## src/rtl/excl_mon_pkg.sv

```systemverilog
package excl_mon_pkg;

    typedef enum logic [1:0] {
        OP_STORE = 2'b00,
        OP_LDX   = 2'b01,
        OP_STX   = 2'b10,
        OP_CLR   = 2'b11
    } mon_op_e;

    typedef enum logic [1:0] {
        MS_IDLE        = 2'b00,
        MS_ARMED       = 2'b01,
        MS_LOCAL_ONLY  = 2'b10,
        MS_GLOBAL_ONLY = 2'b11
    } mon_state_e;

endpackage

```

## src/rtl/excl_mon_core.sv

```systemverilog
module excl_mon_core
    import excl_mon_pkg::*;
#(
    parameter int TAG_W = 10
) (
    input  logic             clk,
    input  logic             rst_n,
    input  logic             ldx_i,
    input  logic             stx_i,
    input  logic             clr_i,
    input  logic             eret_i,
    input  logic [TAG_W-1:0] req_tag_i,
    input  logic             snoop_hit_i,
    input  logic             grant_i,
    output logic             stx_ok_o,
    output logic [TAG_W-1:0] res_tag_o,
    output logic             sx_vld_o,
    output logic             sx_fail_o,
    output logic             wr_en_o
);

    mon_state_e       state_q, state_d;
    logic [TAG_W-1:0] tag_q;

    // next-state: decay from events first, then own operation overrides
    always_comb begin
        state_d = state_q;
        unique case (state_q)
            MS_IDLE:        state_d = MS_IDLE;
            MS_ARMED: begin
                if (eret_i && snoop_hit_i) state_d = MS_IDLE;
                else if (eret_i)           state_d = MS_GLOBAL_ONLY;
                else if (snoop_hit_i)      state_d = MS_LOCAL_ONLY;
            end
            MS_LOCAL_ONLY:  if (eret_i)      state_d = MS_IDLE;
            MS_GLOBAL_ONLY: if (snoop_hit_i) state_d = MS_IDLE;
            default:        state_d = MS_IDLE;
        endcase
        if (ldx_i)               state_d = MS_ARMED;
        else if (stx_i || clr_i) state_d = MS_IDLE;
    end

    always_ff @(posedge clk) begin
        if (!rst_n) begin
            state_q <= MS_IDLE;
            tag_q   <= '0;
        end else begin
            state_q <= state_d;
            if (ldx_i) tag_q <= req_tag_i;
        end
    end

    always_ff @(posedge clk) begin
        if (!rst_n) begin
            sx_vld_o  <= 1'b0;
            sx_fail_o <= 1'b0;
            wr_en_o   <= 1'b0;
        end else begin
            sx_vld_o  <= stx_i;
            sx_fail_o <= stx_i && !grant_i;
            wr_en_o   <= stx_i && grant_i;
        end
    end

    assign stx_ok_o  = stx_i && !eret_i && (state_q == MS_ARMED) && (tag_q == req_tag_i);
    assign res_tag_o = tag_q;

    AST_LDX_ARMS: assert property (@(posedge clk) disable iff (!rst_n)
        ldx_i |=> (state_q == MS_ARMED) && (tag_q == $past(req_tag_i)));
    AST_STX_DISARMS: assert property (@(posedge clk) disable iff (!rst_n)
        (stx_i && !ldx_i) |=> (state_q == MS_IDLE));
    AST_CLR_DISARMS: assert property (@(posedge clk) disable iff (!rst_n)
        (clr_i && !ldx_i) |=> (state_q == MS_IDLE) && !wr_en_o);
    AST_ERET_LOCAL: assert property (@(posedge clk) disable iff (!rst_n)
        (eret_i && !ldx_i) |=> !(state_q inside {MS_ARMED, MS_LOCAL_ONLY}));
    AST_SNOOP_GLOBAL: assert property (@(posedge clk) disable iff (!rst_n)
        (snoop_hit_i && !ldx_i) |=> !(state_q inside {MS_ARMED, MS_GLOBAL_ONLY}));
    AST_STATUS_PULSE: assert property (@(posedge clk) disable iff (!rst_n)
        !stx_i |=> !sx_vld_o);
    AST_WR_ONLY_PASS: assert property (@(posedge clk) disable iff (!rst_n)
        wr_en_o |-> (sx_vld_o && !sx_fail_o));

endmodule

```

## src/rtl/excl_mon_arb.sv

```systemverilog
module excl_mon_arb #(
    parameter int NUM_CORES = 4,
    parameter int TAG_W     = 10
) (
    input  logic                             clk,
    input  logic                             rst_n,
    input  logic [NUM_CORES-1:0]             stx_ok_i,
    input  logic [NUM_CORES-1:0]             st_req_i,
    input  logic [NUM_CORES-1:0][TAG_W-1:0] req_tag_i,
    input  logic [NUM_CORES-1:0][TAG_W-1:0] res_tag_i,
    output logic [NUM_CORES-1:0]             grant_o,
    output logic [NUM_CORES-1:0]             snoop_hit_o
);

    logic [NUM_CORES-1:0] wr_any;

    // fixed priority: lowest index wins; a foreign plain store blocks too
    always_comb begin
        for (int i = 0; i < NUM_CORES; i++) begin
            grant_o[i] = stx_ok_i[i];
            for (int j = 0; j < NUM_CORES; j++) begin
                if (j != i && st_req_i[j] && req_tag_i[j] == req_tag_i[i])
                    grant_o[i] = 1'b0;
                if (j < i && stx_ok_i[j] && req_tag_i[j] == req_tag_i[i])
                    grant_o[i] = 1'b0;
            end
        end
    end

    assign wr_any = st_req_i | grant_o;

    always_comb begin
        for (int i = 0; i < NUM_CORES; i++) begin
            snoop_hit_o[i] = 1'b0;
            for (int j = 0; j < NUM_CORES; j++)
                if (j != i && wr_any[j] && req_tag_i[j] == res_tag_i[i])
                    snoop_hit_o[i] = 1'b1;
        end
    end

    for (genvar a = 0; a < NUM_CORES; a++) begin : g_pa
        for (genvar b = a + 1; b < NUM_CORES; b++) begin : g_pb
            AST_SINGLE_WINNER: assert property (@(posedge clk) disable iff (!rst_n)
                !(grant_o[a] && grant_o[b] && req_tag_i[a] == req_tag_i[b]));
        end
    end

endmodule

```

## src/rtl/excl_monitor.sv

```systemverilog
module excl_monitor
    import excl_mon_pkg::*;
#(
    parameter int NUM_CORES = 4,
    parameter int ADDR_W    = 16,
    parameter int GRAN_BITS = 6
) (
    input  logic                        clk,
    input  logic                        rst_n,
    input  logic [NUM_CORES-1:0]        req_vld_i,
    input  logic [2*NUM_CORES-1:0]      req_op_i,
    input  logic [ADDR_W*NUM_CORES-1:0] req_addr_i,
    input  logic [NUM_CORES-1:0]        eret_i,
    output logic [NUM_CORES-1:0]        sx_vld_o,
    output logic [NUM_CORES-1:0]        sx_fail_o,
    output logic [NUM_CORES-1:0]        wr_en_o
);

    localparam int TAG_W = ADDR_W - GRAN_BITS;

    logic [NUM_CORES-1:0]             ldx, stx, clr, st_req, stx_ok, grant, snoop_hit;
    logic [NUM_CORES-1:0][TAG_W-1:0] req_tag, res_tag;
    logic [NUM_CORES-1:0][GRAN_BITS-1:0] low_bits;
    logic unused_low;

    for (genvar c = 0; c < NUM_CORES; c++) begin : g_core
        mon_op_e op;
        assign op          = mon_op_e'(req_op_i[2*c +: 2]);
        assign ldx[c]      = req_vld_i[c] && (op == OP_LDX);
        assign stx[c]      = req_vld_i[c] && (op == OP_STX);
        assign clr[c]      = req_vld_i[c] && (op == OP_CLR);
        assign st_req[c]   = req_vld_i[c] && (op == OP_STORE);
        assign req_tag[c]  = req_addr_i[ADDR_W*c + GRAN_BITS +: TAG_W];
        assign low_bits[c] = req_addr_i[ADDR_W*c +: GRAN_BITS];

        excl_mon_core #(.TAG_W(TAG_W)) u_core (
            .clk         (clk),
            .rst_n       (rst_n),
            .ldx_i       (ldx[c]),
            .stx_i       (stx[c]),
            .clr_i       (clr[c]),
            .eret_i      (eret_i[c]),
            .req_tag_i   (req_tag[c]),
            .snoop_hit_i (snoop_hit[c]),
            .grant_i     (grant[c]),
            .stx_ok_o    (stx_ok[c]),
            .res_tag_o   (res_tag[c]),
            .sx_vld_o    (sx_vld_o[c]),
            .sx_fail_o   (sx_fail_o[c]),
            .wr_en_o     (wr_en_o[c])
        );
    end

    assign unused_low = ^low_bits;

    excl_mon_arb #(.NUM_CORES(NUM_CORES), .TAG_W(TAG_W)) u_arb (
        .clk         (clk),
        .rst_n       (rst_n),
        .stx_ok_i    (stx_ok),
        .st_req_i    (st_req),
        .req_tag_i   (req_tag),
        .res_tag_i   (res_tag),
        .grant_o     (grant),
        .snoop_hit_o (snoop_hit)
    );

    AST_GRANT_ONEHOT_TAG: assert property (@(posedge clk) disable iff (!rst_n)
        (wr_en_o & ~sx_vld_o) == '0);

endmodule

```

## config.mk

```make
export PLATFORM = sky130hd
export DESIGN_NAME = excl_monitor
export DESIGN_NICKNAME = d
export VERILOG_FILES = /design/src/rtl/excl_mon_pkg.sv /design/src/rtl/excl_mon_core.sv /design/src/rtl/excl_mon_arb.sv /design/src/rtl/excl_monitor.sv
export SDC_FILE = /design/constraint.sdc
export NUM_CORES = 1
export LEC_CHECK = 0
export BUFFER_PORTS_ARGS = -buffer_cell sky130_fd_sc_hd__buf_2
export CAP_MARGIN = 20
export CORE_MARGIN = 2
export CORE_UTILIZATION = 40
export DETAILED_ROUTE_END_ITERATION = 10
export PLACE_DENSITY = 0.66
export SLEW_MARGIN = 5
export SYNTH_ARGS = -nofsm -noshare
export SYNTH_HDL_FRONTEND = slang
export SYNTH_SLANG_ARGS = --single-unit
```

## constraint.sdc

```tcl
create_clock -name clk -period 3.2 [get_ports clk]
set_input_delay 0.64 -clock clk [delete_from_list [all_inputs] [get_ports clk]]
set_output_delay 0.64 -clock clk [all_outputs]
set_load 0.005 [all_outputs]
```

==> results of run 1 <==
through the flow:
step           setup WS [ns]  utilization, %
6_report               0.383            45.5
5_1_grt                0.198            45.5
4_1_cts                0.443            45.5
3_5_place_dp          0.0617            43.2
3_3_place_gp           0.151            43.2
2_1_floorplan          0.525               -
logic make-up (layout without fill, tap and decap cells):
group | after synthesis | after routing | share of synthesized area (%)
compound gates | 39 | 39 | 5.04
xor+xnor | 220 | 220 | 35.0
buf+inv | 103 | 131 | 9.77
flops | 60 | 60 | 21.5
mux | 40 | 40 | 7.17
simple gates | 204 | 204 | 21.5
routing by layer:
layer	vias up	wire [um]
li1	2235	-
met1	2200	7660
met2	202	7460
met3	35	1320
met4	0	462
met5	-	0
where the power goes:
group | switching (mW) | total, mW | internal [mW]
combinational | 0.281 | 0.525 | 0.244
sequential | 0.0403 | 0.812 | 0.772
clock | 0.346 | 1.02 | 0.670
critical path, delay by kind of cell:
kind,cells,cell delay (ns)
buffers and inverters,2,0.46
XOR/XNOR,1,0.16
AO/OA/AOI/OAI,4,0.81
AND/OR/NAND/NOR,3,1.00
cell usage in the layout, fill, tap and decap left out, types with 3 or more instances in the layout:
cell,netlist,routed
xnor2_1,136,136
xor2_1,80,80
buf_2,37,69
dfxtp_1,60,60
buf_4,14,45
nor2b_1,42,42
nand4_1,42,42
mux2i_1,40,40
nand2_1,29,29
nor4_1,24,24
nor2_1,16,16
and2_1,11,11
nor3b_1,10,10
o21ai_0,10,10
clkbuf_16,0,9
a21boi_0,6,6
or2_2,5,5
nand3_1,5,5
and4_1,5,5
xnor2_2,4,4
a41oi_1,4,4
a31oi_1,4,4
clkinv_2,0,4
and3b_1,3,3
nor3_1,3,3
o31ai_1,3,3
or4_1,3,3
flip-flops by register name, indices dropped and copies added (netlist names):
name and count:
g_core.u_core.sx_fail_o 4, g_core.u_core.sx_vld_o 4, g_core.u_core.res_tag_o 40, g_core.u_core.wr_en_o 4, g_core.u_core.state_q 8
path summary, 6_finish.rpt:
path                                               startpoint                          end  slack [ns]
worst max-delay path                           req_addr_i[43]  g_core[3].u_core.state_q[1]        0.38
worst min register to register    g_core[0].u_core.state_q[0]  g_core[0].u_core.state_q[0]        0.51
worst max register to register  g_core[2].u_core.res_tag_o[0]  g_core[3].u_core.state_q[1]        0.45
worst min-delay path              g_core[0].u_core.state_q[0]  g_core[0].u_core.state_q[0]        0.51
final cells by class:
class | instances | area share [%]
multi-input cells | 503 | 61.3
repair buffers | 114 | 10.9
clock inverters | 6 | 1.28
inverters | 2 | 0.120
well taps | 180 | 3.60
flip-flops and latches | 60 | 19.2
clock buffers | 9 | 3.60
==> qor.yml, run 1 <==
global_route:
  use_met2_pct: 37.3
  grt_first_pass_wirelength_mm: 26.4
  use_met3_pct: 6.23
  grt_pass1_vias: 4582
  gr-max-usage-layer: "met2"
  groute.usage.overall_pct: 24.1
  met1_usage_pct: 32.4
  antenna_found_initial: 0
  overflow: 0
  grt_max_degree: 53
synthesis:
  synth_edf_count: 0
  ys_seq_elements: 60
  yosysMostFrequentCell: "xnor2_1"
  synth_area_leaders: "dfxtp_1 (22%), xnor2_1 (21%), xor2_1 (13%)"
  async_reset_ff_share_pct: 0
  yosys-top-cells-count: "xnor2_1 (136), xor2_1 (80), dfxtp_1 (60), nand4_1 (42), nor2b_1 (42)"
  synth-main-ff-cell: "dfxtp_1"
  yosysTopAreaCell: "dfxtp_1"
  synth_top_area_share_pct: 21.5
  syn_area_mm2: 0.00559
  synth_nets: 748
  avgSynthCellArea_um2: 8.39
  yosysWarningCount: 0
  synthCells: 666
  synth-seq-area-share_pct: 21.5
  synth.distinct_cells: 44
die:
  die_w_um: 122
  pin_count: 94
  dieArea_mm2: 0.0149
  core-area_mm2: 0.0138
  num_rows: 43
  die_h_um: 122
  initial_core_util_pct: 40.6
power:
  ir_drop_v: 0.000284
  powerDensity_mw_per_mm2: 376
  power_mw: 2.35
  p_leak_nw: 2.53
clock_tree:
  cts_buffers: 9
  cts.sinks: 60
  postCtsSetupBuffers: 0
  htreeDepth: 3
  cts_tree: "built"
  ctsRootBufferMaster: "clkbuf_16"
  insertion_delay_ns: 0.34
  clk_pin_slew_ns: 0.05
  cts.repair.resized: 0
  hold_buffers: 0
  cts.path.max_buffers: 2
drt:
  drc: 0
  avgViaCountPerCell: 5.35
  wl_per_cell_um: 19.3
  drt_iter0_drc: 474
  antenna_left: 0
  finalWirelength_mm: 16.9
  drtPass1Iterations: 5
  via_count: 4672
finish:
  drive_gt1_share_pct: 20.6
  diodes: 0
  multi_input_area_mm2: 0.00384
  final_area_mm2: 0.00626
  instances_no_fill: 874
  fillers: 1416
  area_growth_pct: 12.1
  regArea_mm2: 0.00120
  final_nets: 772
sta:
  hold_violations: 0
  period_share_pct: 88.0
  fin_crit_ns: 2.82
  grt_setup_unrepaired: "false"
  drv_slew: 0
  finalSetupTns_ns: 0
  timing.fmax_ghz: 0.355
  setup_viol: 0
  finClkSkew_ns: 0.00516
  tightest_slew_ns: 0.824
  whs_ns: 0.509
  slew_headroom_pct: 45.1
run_status:
  status: "complete, no violations"
hold_path:
  hold_depth: 2
  min_path_type: "register to register"
worst_setup_path:
  critPathLaunchType: "primary input"
  end_kind: "register"
  crit_slowest_cell: "or3_1"
  worstPathArrival_ns: 3.05
  worst_path_largest_cell_delay_ns: 0.49
  r2r_cells: 9
  cp_cell_sequence: "buf_2 -> xnor2_1 -> nand4_1 -> nor4_1 -> buf_4 -> a21boi_0 -> a31oi_2 -> or3_1 -> a41oi_1 -> a31oi_1"
  critPathRequiredTime_ns: 3.43
  worstSetupPathType: "primary input to register"
  crit_fanout: 7
place:
  placedCellCount: 859
  io_buffers: 69
  gp_congestion: 0.998
  dpl_cell_area_mm2: 0.00596
  hpwl_mm: 13.0
job:
  maxCapViolCount: 0
Note: power is estimated with default switching activity, not from simulation.
==> run 2: changes to the inputs <==
CORE_UTILIZATION = 58   (was 40)
PLACE_DENSITY = 0.88   (was 0.66)
==> run 2 against run 1 <==
Core utilization up 20 points. Count of clock-buffer cells in the layout up 2. Register-to-register slack worse by 0.07 ns. Sequential cell count unchanged. Critical path depth up 2. Clock power down 23%. Routed wire length up 1.9%. Critical endpoint unchanged. Largest cell class unchanged. Highest routed layer unchanged. First-iteration DRC count up 7.2%. Via count up 6.4%.
==> qor.yml, run 2 (synthesis results as in run 1) <==
finish:
  final_core_util_pct: 65.6  # was 45.5%
  final_nets: 769  # was 772
  drive_gt1_share_pct: 20.2  # was 20.6%
  final_cell_mix: "xnor2_1 (136), xor2_1 (80), buf_2 (69), dfxtp_1 (60)"  # was xnor2_1 (136), xor2_1 (80), buf_2 (69), dfxtp_1 (60), buf_4 (45)
  final_area_mm2: 0.00609  # was 0.00626 mm2
  fillers: 816  # was 1416
  diodes: 0  # unchanged
  largest_register_ffs: 40  # unchanged
  instances_no_fill: 821  # was 874
  area_growth_pct: 8.96  # was 12.1%
  final_common_cell: "xnor2_1"  # unchanged
worst_setup_path:
  critPathRequiredTime_ns: 3.47  # was 3.43 ns
  worstSetupPathType: "primary input to register"  # unchanged
  r2r_cells: 9  # unchanged
  crit_family: "compound AO/OA/AOI/OAI gates"  # was simple AND/OR/NAND/NOR gates
  cp.depth: 12  # was 10
  crit_path_end: "g_core[3].u_core.state_q[1]"  # unchanged
  timing.rr.end: "g_core[2].u_core.state_q[1]"  # was g_core[3].u_core.state_q[1]
  r2r-start: "g_core[0].u_core.res_tag_o[6]"  # was g_core[2].u_core.res_tag_o[0]
  crit_fanout: 6  # was 7
  worst_path_largest_cell_delay_ns: 0.37  # was 0.49 ns
  end_kind: "register"  # unchanged
  crit_slowest_cell: "o2111ai_1"  # was or3_1
  crit_start: "req_addr_i[12]"  # was req_addr_i[43]
  critPathLaunchType: "primary input"  # unchanged
  worstPathArrival_ns: 3.21  # was 3.05 ns
  cp_num_buf_inv: 4  # was 2
  cp_cell_sequence: "buf_2 -> buf_4 -> xor2_1 -> nor4_1 -> nand4_1 -> o2111ai_1 -> nand2_1 -> buf_4 -> a22oi_1 -> buf_4 -> a41oi_1 -> a31oi_1"  # was buf_2 -> xnor2_1 -> nand4_1 -> nor4_1 -> buf_4 -> a21boi_0 -> a31oi_2 -> or3_1 -> a41oi_1 -> a31oi_1
  cp_common_cell: "buf_4"
  reg2reg_slack_ns: 0.38  # was 0.45 ns
sta:
  grt_setup_unrepaired: "false"  # unchanged
  finClkSkew_ns: 0.00607  # was 0.00516 ns
  period_share_pct: 91.8  # was 88.0%
  whs_ns: 0.524  # was 0.509 ns
  finalSetupTns_ns: 0  # unchanged
  setup_viol: 0  # unchanged
  drv_slew: 0  # unchanged
  fin_crit_ns: 2.94  # was 2.82 ns
  tightest_slew_ns: 0.833  # was 0.824 ns
  timing.fmax_ghz: 0.340  # was 0.355 GHz
  setup_slack_ns: 0.261  # was 0.383 ns
  slew_headroom_pct: 44.5  # was 45.1%
  hold_violations: 0  # unchanged
die:
  pin_count: 94  # unchanged
  core-area_mm2: 0.00928  # was 0.0138 mm2
  die_h_um: 102  # was 122 um
  die_w_um: 102  # was 122 um
  dieArea_mm2: 0.0104  # was 0.0149 mm2
  num_rows: 35  # was 43
  initial_core_util_pct: 60.2  # was 40.6%
place:
  hpwl_mm: 12.7  # was 13.0 mm
  io_buffers: 69  # unchanged
  gp_congestion: 1.05  # was 0.998
  placedCellCount: 805  # was 859
  dp_slack_ns: 0.0415  # was 0.0617 ns
  dpl_cell_area_mm2: 0.00587  # was 0.00596 mm2
clock_tree:
  ctsRootBufferMaster: "clkbuf_8"  # was clkbuf_16
  insertion_delay_ns: 0.35  # was 0.34 ns
  cts.sinks: 60  # unchanged
  cts_buffers: 9  # unchanged
  clk_pin_slew_ns: 0.07  # was 0.05 ns
  htreeDepth: 3  # unchanged
  cts.repair.resized: 0  # unchanged
  cts.path.max_buffers: 2  # unchanged
  cts_tree: "built"  # unchanged
  postCtsSetupBuffers: 0  # unchanged
  hold_buffers: 0  # unchanged
drt:
  finalWirelength_mm: 17.2  # was 16.9 mm
  wl_per_cell_um: 21.0  # was 19.3 um
  via_count: 4971  # was 4672
  antenna_left: 0  # unchanged
  avgViaCountPerCell: 6.05  # was 5.35
  drt_iter0_drc: 508  # was 474
  drtPass1Iterations: 5  # unchanged
  drc: 0  # unchanged
global_route:
  groute.usage.overall_pct: 34.8  # was 24.1%
  antenna_found_initial: 0  # unchanged
  grt_first_pass_wirelength_mm: 27.0  # was 26.4 mm
  overflow: 0  # unchanged
  grt_pass1_vias: 4955  # was 4582
  grt_max_degree: 53  # unchanged
power:
  powerDensity_mw_per_mm2: 349  # was 376 mW/mm2
  p_leak_nw: 2.47  # was 2.53 nW
  power_mw: 2.12  # was 2.35 mW
  ir_drop_v: 0.000170  # was 0.000284 V
hold_path:
  min_path_type: "register to register"  # unchanged
job:
  maxCapViolCount: 0  # unchanged
run_status:
  status: "complete, no violations"  # unchanged
==> run 2: cell type report <==
type	count	area, um2	area share [%]
inverters	2	7.51	0.123
well taps	129	161	2.65
repair buffers	111	661	10.9
multi-input cells	503	3840	63.1
clock buffers	11	141	2.32
flip-flops and latches	60	1200	19.7
clock inverters	5	75.1	1.23
==> run 2: worst reg2reg max path: stages (launching register included) <==
cell      delay, ns
dfxtp_1        0.54
xnor2_2        0.16
nand4_1        0.16
or4_4          0.55
buf_4          0.15
a21o_1         0.16
nand4_1        0.16
a21boi_0       0.16
or4_1          0.52
a31oi_1        0.18
==> run 2: power by group <==
part / switching (mW) / internal [mW]
Sequential: 0.0424 / 0.770
Clock: 0.330 / 0.456
Combinational: 0.284 / 0.240
==> run 2: how the worst min path moves through the flow <==
stage | from | endpoint | slack, ns | cells past startpoint
global placement | g_core[0].u_core.state_q[0] | g_core[0].u_core.state_q[0] | 0.50 | 2
CTS | g_core[0].u_core.state_q[0] | g_core[0].u_core.state_q[0] | 0.52 | 2
finish | g_core[0].u_core.state_q[0] | g_core[0].u_core.state_q[0] | 0.52 | 2
global route | g_core[0].u_core.state_q[0] | g_core[0].u_core.state_q[0] | 0.55 | 2
detailed placement | g_core[0].u_core.state_q[0] | g_core[0].u_core.state_q[0] | 0.51 | 2
floorplan | g_core[0].u_core.state_q[0] | g_core[0].u_core.state_q[0] | 0.48 | 2
==> run 2: routing by layer <==
layer | vias up | routed length [um] | global-route usage [%]
met1 | 2368 | 6880 | 44.1
met5 | - | 0 | 0
met2 | 289 | 7880 | 56.4
li1 | 2234 | - | -
met3 | 80 | 1770 | 8.62
met4 | 0 | 695 | 15.1
